<file path="config.mk">
export PLATFORM = sky130hd
export DESIGN_NAME = sdmmc_irq_status
export DESIGN_NICKNAME = d
export VERILOG_FILES = /design/src/rtl/sdmmc_irq_pkg.sv /design/src/rtl/sdmmc_irq_edge.sv /design/src/rtl/sdmmc_irq_sticky.sv /design/src/rtl/sdmmc_irq_mask.sv /design/src/rtl/sdmmc_irq_status.sv
export SDC_FILE = /design/constraint.sdc
export NUM_CORES = 1
export LEC_CHECK = 0
export BUFFER_PORTS_ARGS = -buffer_cell sky130_fd_sc_hd__buf_2
export CAP_MARGIN = 20
export CORE_MARGIN = 10
export CORE_UTILIZATION = 48
export CTS_BUF_LIST = sky130_fd_sc_hd__clkbuf_4
export CTS_CLUSTER_DIAMETER = 50
export DETAILED_ROUTE_END_ITERATION = 6
export GPL_TIMING_DRIVEN = 0
export PLACE_DENSITY = 0.87
export SLEW_MARGIN = 0
export SYNTH_ARGS = -nofsm -noshare
export SYNTH_HDL_FRONTEND = slang
export SYNTH_SLANG_ARGS = --single-unit
</file>
<file path="constraint.sdc">
create_clock -name clk -period 1.84 [get_ports clk]
set_clock_uncertainty 0.15 [all_clocks]
set_input_delay 0.368 -clock clk [delete_from_list [all_inputs] [get_ports clk]]
set_output_delay 0.368 -clock clk [all_outputs]
set_load 0.01 [all_outputs]
</file>
<file path="src/rtl/sdmmc_irq_pkg.sv">
`timescale 1ns/1ps
// Package: widths and bit positions shared by the interrupt status unit.
// Assumes a 16-bit register word. The bit positions are fixed because
// software decodes them.
package sdmmc_irq_pkg;
    localparam int REG_W      = 16;
    localparam int NUM_STICKY = 4;

    // Status bit positions.
    localparam int POS_XFER_DONE = 0;
    localparam int POS_PROG_DONE = 1;
    localparam int POS_CMD_RESP  = 2;
    localparam int POS_RX_REQ    = 5;
    localparam int POS_TX_REQ    = 6;
    localparam int POS_SDIO      = 7;

    // Sticky source index to status bit position.
    localparam int STICKY_POS [NUM_STICKY] = '{POS_XFER_DONE, POS_PROG_DONE,
                                               POS_CMD_RESP, POS_SDIO};
endpackage

</file>
<file path="src/rtl/sdmmc_irq_edge.sv">
`timescale 1ns/1ps
// Module: rising-edge detector for a bundle of event inputs.
// Assumes the inputs are synchronous to clk. A rise in cycle k is
// reported combinationally in cycle k.
module sdmmc_irq_edge #(
    parameter int N = 4
) (
    input  logic         clk,
    input  logic         rst_n,
    input  logic [N-1:0] evt_i,
    output logic [N-1:0] rise_o
);
    logic [N-1:0] evt_q;

    // Keep last cycle's event levels.
    always_ff @(posedge clk) begin
        if (!rst_n) evt_q <= '0;
        else        evt_q <= evt_i;
    end

    // Flag a 0 to 1 transition.
    always_comb rise_o = evt_i & ~evt_q;

    // A rise is reported only when the input was low one cycle earlier.
    assert_rise_needs_low_R9: assert property (@(posedge clk) disable iff (!rst_n)
        rise_o[0] |=> !rise_o[0] || !$past(evt_i[0]) );
endmodule

</file>
<file path="src/rtl/sdmmc_irq_sticky.sv">
`timescale 1ns/1ps
// Module: one sticky status bit with write-one-to-clear.
// Assumes set_i is a single-cycle rise flag. When set and clear
// coincide, set wins.
module sdmmc_irq_sticky (
    input  logic clk,
    input  logic rst_n,
    input  logic set_i,
    input  logic clr_i,
    output logic q_o
);
    // Hold, set or clear the event bit.
    always_ff @(posedge clk) begin
        if (!rst_n)     q_o <= 1'b0;
        else if (set_i) q_o <= 1'b1;
        else if (clr_i) q_o <= 1'b0;
    end

    assert_set_wins_R7: assert property (@(posedge clk) disable iff (!rst_n)
        set_i |=> q_o);
    assert_w1c_clears_R3: assert property (@(posedge clk) disable iff (!rst_n)
        (clr_i && !set_i) |=> !q_o);
    assert_hold_R3: assert property (@(posedge clk) disable iff (!rst_n)
        (!clr_i && !set_i) |=> $stable(q_o));
endmodule

</file>
<file path="src/rtl/sdmmc_irq_mask.sv">
`timescale 1ns/1ps
// Module: interrupt mask register. It resets to all ones, which blocks
// every source. A write loads the whole word.
module sdmmc_irq_mask #(
    parameter int W = 16
) (
    input  logic         clk,
    input  logic         rst_n,
    input  logic         we_i,
    input  logic [W-1:0] wdata_i,
    output logic [W-1:0] mask_o
);
    // Load or hold the mask word.
    always_ff @(posedge clk) begin
        if (!rst_n)    mask_o <= '1;
        else if (we_i) mask_o <= wdata_i;
    end

    assert_mask_load_R2: assert property (@(posedge clk) disable iff (!rst_n)
        we_i |=> mask_o == $past(wdata_i));
    assert_mask_reset_R2: assert property (@(posedge clk) disable iff (!rst_n)
        $rose(rst_n) |-> mask_o == '1);
endmodule

</file>
<file path="src/rtl/sdmmc_irq_status.sv">
`timescale 1ns/1ps
// Module: SD/MMC host interrupt status and mask unit (top).
// It combines sticky event bits, level FIFO request bits and a mask word
// into a status word and one interrupt line. Assumes all inputs are
// synchronous to clk.
module sdmmc_irq_status
    import sdmmc_irq_pkg::*;
(
    input  logic             clk,
    input  logic             rst_n,
    input  logic             sdio_evt_i,
    input  logic             cmd_resp_evt_i,
    input  logic             prog_done_evt_i,
    input  logic             xfer_done_evt_i,
    input  logic             tx_req_i,
    input  logic             rx_req_i,
    input  logic             stat_wr_i,
    input  logic             mask_wr_i,
    input  logic [REG_W-1:0] wr_data_i,
    output logic [REG_W-1:0] status_o,
    output logic [REG_W-1:0] mask_o,
    output logic             irq_o
);
    logic [NUM_STICKY-1:0] evt_bus;
    logic [NUM_STICKY-1:0] evt_rise;
    logic [NUM_STICKY-1:0] sticky_q;

    // Order the event inputs by sticky source index.
    always_comb evt_bus = {sdio_evt_i, cmd_resp_evt_i, prog_done_evt_i, xfer_done_evt_i};

    sdmmc_irq_edge #(.N(NUM_STICKY)) u_edge (
        .clk    (clk),
        .rst_n  (rst_n),
        .evt_i  (evt_bus),
        .rise_o (evt_rise)
    );

    for (genvar g = 0; g < NUM_STICKY; g++) begin : g_sticky
        sdmmc_irq_sticky u_bit (
            .clk   (clk),
            .rst_n (rst_n),
            .set_i (evt_rise[g]),
            .clr_i (stat_wr_i && wr_data_i[STICKY_POS[g]]),
            .q_o   (sticky_q[g])
        );
    end

    sdmmc_irq_mask #(.W(REG_W)) u_mask (
        .clk     (clk),
        .rst_n   (rst_n),
        .we_i    (mask_wr_i),
        .wdata_i (wr_data_i),
        .mask_o  (mask_o)
    );

    // Assemble the status word. Unlisted bits read zero.
    always_comb begin
        status_o             = '0;
        status_o[POS_TX_REQ] = tx_req_i;
        status_o[POS_RX_REQ] = rx_req_i;
        for (int s = 0; s < NUM_STICKY; s++) status_o[STICKY_POS[s]] = sticky_q[s];
    end

    // Drive the interrupt from unmasked status bits.
    always_comb irq_o = |(status_o & ~mask_o);

    assert_all_masked_quiet_R2: assert property (@(posedge clk) disable iff (!rst_n)
        (mask_o == '1) |-> !irq_o);
    assert_rx_level_R5: assert property (@(posedge clk) disable iff (!rst_n)
        $rose(rx_req_i) |-> status_o[POS_RX_REQ]);
endmodule

</file>
# Word level (Yosys, flattened, before mapping)
# Index checks and enable logic that the tools add are counted.
# Widths: inputs -> output; s select.
dict set report word_totals {
  output_inout_bits 33
  rom_bits 0
  ram_bits 0
  latchBits 0
  mem_count 0
  register_bits 24
  input_bits 26
  wordCells 27
}
dict set report classes {
  order_cmp 0
  div_mod_pow 0
  reduce_logical 9
  bitwise 4
  n_eq_ne 0
  addsub 0
  mux 8
  mul 0
  shifts 0
}
# cell n
set op_table {}
lappend op_table {{$and 8x16->16} 1}
lappend op_table {{$not 16->16} 1}
lappend op_table {{$reduce_or 16->1} 1}
lappend op_table {{$mux 1} 8}
lappend op_table {{$reduce_bool 2->1} 4}
lappend op_table {{$and 4x4->4} 1}
lappend op_table {{$logic_and 1x1->1} 4}
lappend op_table {{$not 4->4} 1}

# Longest topological paths before layout
dict set report logic_depth {
  ltp_word 3
  mapped_depth 4
  mapped_depth_nobuf 3
}

# Modules after synthesis
# Synthesis repeated with hierarchy kept, for this count alone.
dict set report hier_totals {
  hier_cells 103
  area_unflattened_um2 1042.2
}
# mod area_each_um2 cells_each seq_area_each_um2 instances
set modules_own_cells {}
lappend modules_own_cells {sdmmc_irq_mask 580.6 52 320.3 1}
lappend modules_own_cells {sdmmc_irq_status 166.4 27 0.0 1}
lappend modules_own_cells {sdmmc_irq_sticky 41.3 3 20.0 4}
lappend modules_own_cells {sdmmc_irq_edge 130.1 12 80.1 1}

# Worst setup path before layout
# No wires, ideal clock.
dict set report synth_path {
  path_type {register -> output}
  startpoint {reg u_mask.mask_o[1]}
  endpoint {out irq_o}
  n_path_buf 0
  stages_incl_launch_ff 3
  path_slack_ps 446
  arrival_time_ps 876
  t_required_ps 1322
  path_cell_list {dfxtp_1 -> o22ai_1 -> or3_1}
}
dict set report synth_via {
  elab_chain_len 3
}
# item line
set synth_rtl {}
lappend synth_rtl {{start, declared} sdmmc_irq_mask.sv:11} ;# output logic [W-1:0] mask_o
lappend synth_rtl {{start signal, assigned} sdmmc_irq_mask.sv:16} ;# else if (we_i) mask_o <= wdata_i;
lappend synth_rtl {{$not 16->16} sdmmc_irq_status.sv:65} ;# always_comb irq_o = |(status_o & ~mask_o);
lappend synth_rtl {{$and 8x16->16} sdmmc_irq_status.sv:65}
lappend synth_rtl {{$reduce_or 16->1} sdmmc_irq_status.sv:65}
lappend synth_rtl {{end, declared} sdmmc_irq_status.sv:22} ;# output logic irq_o
# Every way passes these cells.

# Worst setup path in the final report
dict set report layout_path {
  startpoint {reg g_sticky[3].u_bit.q_o}
  endpoint {out irq_o}
}
dict set report layout_via {
  elab_chain_len 2
}
# item line
set layout_rtl {}
lappend layout_rtl {{start, declared} sdmmc_irq_sticky.sv:10} ;# output logic q_o
lappend layout_rtl {{start signal, assigned} sdmmc_irq_sticky.sv:14} ;# if (!rst_n) q_o <= 1'b0;
lappend layout_rtl {{start signal, assigned} sdmmc_irq_sticky.sv:15} ;# else if (set_i) q_o <= 1'b1;
lappend layout_rtl {{start signal, assigned} sdmmc_irq_sticky.sv:16} ;# else if (clr_i) q_o <= 1'b0;
lappend layout_rtl {{$and 8x16->16} sdmmc_irq_status.sv:65}
lappend layout_rtl {{$reduce_or 16->1} sdmmc_irq_status.sv:65}
# Every way passes these cells.

==> metrics.txt <==
dpl ws=0.270 ns; synthesized area per cell=9.55 um2; #FFs+latches synth=24; clk buf depth=2; post-synthesis simple-gate area fraction=15.3%; post-synth cell types=15; Cells after Synth=107; Worst Path Max Fanout=3; via/cell ratio=4.42; layout cell share with drive strength beyond 1=between 40% and 50%; power density cells=819 nW/um2; worst-skew pair later-pin latency=0.31 ns; number of diodes=0; first-pass GRT wire length=a little under 4000 um; share of power burned in registers=49.6%; htree depth=1; DRC=0; Fillers=approximately 170; Clk pwr share=32.6%; Die H=66.2 um; Final setup viols=0; cts hold-fix bufs=0; unrepaired setup endpoints after global routing=yes; Syn. warnings=0; combinational share of power=17.8%; Cell Int Power=885 uW; Required @ worst endpoint=1.32 ns; top-area cell type share of the netlist area=47.0%; placer congestion estimate=0.726; largest family of logic cells by synthesized area=buffers and inverters; Core ar.=2000 um2; mux contribution to synthesized area=between 15 and 20%; GRT Resource Usage Total=10.9%; status=complete, no violations; achievable clock frequency=between 0.5 and 0.6 GHz; Area growth syn-to-layout=37.9%; area of the multi-input gates=399 um2; Setup crit end kind=output port; Initial Util=about half; hold slack=0.110 ns; Synth Area in XOR/XNOR=0%; mapped cell area=1020 um2; WP data arrival=1.26 ns; largest net degree at the start of global routing=15; routed wire length=2520 um; Sw Ratio=a little under a quarter; complex-gate fraction of the synthesized area=3.79%; initial antenna violation count=0; Peak VDD IR=579 uV; leak pwr=0.743 nW; row count=16; Ports=59; Max Slew Vio Count=0; Register Area=~490 um2; top post-synthesis cells by area=dfxtp_1 (47%), mux2i_1 (16%), buf_4 (12%); biggest area consumer among synthesized cells=dfxtp_1; post-route setup slack=0.0588 ns; max_cap viols=0; Sw Pwr=270 uW; DR vias=around 870; dpl hpwl=2110 um; initial DRC count=16; Num CTS Buffers=3; drt first pass iters=2; sequential fraction of the synthesis area=47.0%; Layout Utilization=70.4%; CTS root buffer=clkbuf_4; CTS tree=yes; drt wl/cell=12.8 um; Die Wd=66.2 um; Adder-Cell Fraction of Synth Area=0%; Final nets=a little under 200; clk slew on worst S/H paths=0.13 ns; HP Class=in -> reg; antenna-violating nets left=0; CP Class=reg -> out; IO Port Bufs=47; clock sinks=24; grt ovf=0; final hold viol count=0; clock period minus worst slack=1.78 ns; Startpoint Class=flip-flop; die footprint=roughly 4400 um2; vias in the first global route=911; fin crit share=96.8%
cell families after synthesis:
group | after synthesis
simple gates | 33
buf+inv | 26
flops | 24
mux | 16
compound gates | 7
other cells | 1
registers in the layout, indices dropped and copies added, names as in the netlist:
name                flops
g_sticky.u_bit.q_o      4
u_edge.evt_q            4
u_mask.mask_o          16
synthesized netlist by cell type, drive strengths merged:
master  instances
and2            4
inv             6
clkbuf          1
conb            1
or3             1
buf            19
a21oi           4
nand2          20
dfxtp          24
o22ai           3
mux2i          16
nor2b           8
stage by stage:
| step | TNS, ns | power, mW | cell area, um2 | std cells |
|---|---|---|---|---|
| after global routing | -0.0128 | 1.22 | 1410 | 196 |
| after floorplan | 0 | 0.703 | 1060 | 116 |
| final | 0 | 1.16 | 1410 | 196 |
| after global placement | 0 | 0.773 | 1330 | 190 |
| after CTS | 0 | 1.16 | 1390 | 195 |
| after detailed placement | 0 | 0.782 | 1330 | 190 |
routing by layer:
layer  vias to the layer above  part of all wire (%)  track usage [%]
li1                        434                     -                -
met1                       392                    39             10.5
met2                        38                    50             19.6
met3                         2                    11             5.76
met4                         0                  0.40             3.14
met5                         -                     0                0
final timing paths:
check	slack, ns	cells past startpoint	start	end
worst min register to register	0.33	2	u_mask.mask_o[11]	u_mask.mask_o[11]
worst max-delay path	0.06	4	g_sticky[3].u_bit.q_o	irq_o
worst min-delay path	0.11	3	wr_data_i[5]	u_mask.mask_o[5]
worst max register to register	0.95	3	g_sticky[1].u_bit.q_o	g_sticky[1].u_bit.q_o
cells in the final DEF, fill, tap and decap left out, types with 2 or more instances in the layout:
cell type and count:
buf_2 48, nand2_1 20, buf_4 18, mux2i_1 16
dfxtp_1 15, conb_1 10, dfxtp_2 9, nor2b_1 8
inv_1 5, and2_1 4, a21oi_1 4, clkbuf_4 3
o22ai_1 2
power groups by stage:
stage                     Sequential, mW  Combinational (mW)  Clock, mW
final                              0.572               0.206      0.377
after global routing               0.576               0.228      0.412
after CTS                          0.570               0.204      0.384
after detailed placement           0.581               0.201          0
after global placement             0.579               0.194          0
after floorplan                    0.589               0.114          0
critical path: stages, from the launching register on:
cell and delay (ns):
dfxtp_2 0.35, inv_1 0.05, o22ai_1 0.07, or3_1 0.34
buf_2 0.15
what timing repair did:
action,CTS,global route
pin swaps,0,2
buffers inserted,1,1
endpoints found under the setup margin,1,1
resized for setup,1,10
cell type report:
cell class | instances | area share, %
buffer | 20 | 11.4
inverter | 6 | 1.60
multi-input combinational | 66 | 28.3
tap | 27 | 2.40
clock inverter | 1 | 2.13
timing repair buffer | 49 | 17.7
clock buffer | 3 | 1.60
sequential | 24 | 34.9
Note: power is estimated with default switching activity, not from simulation.
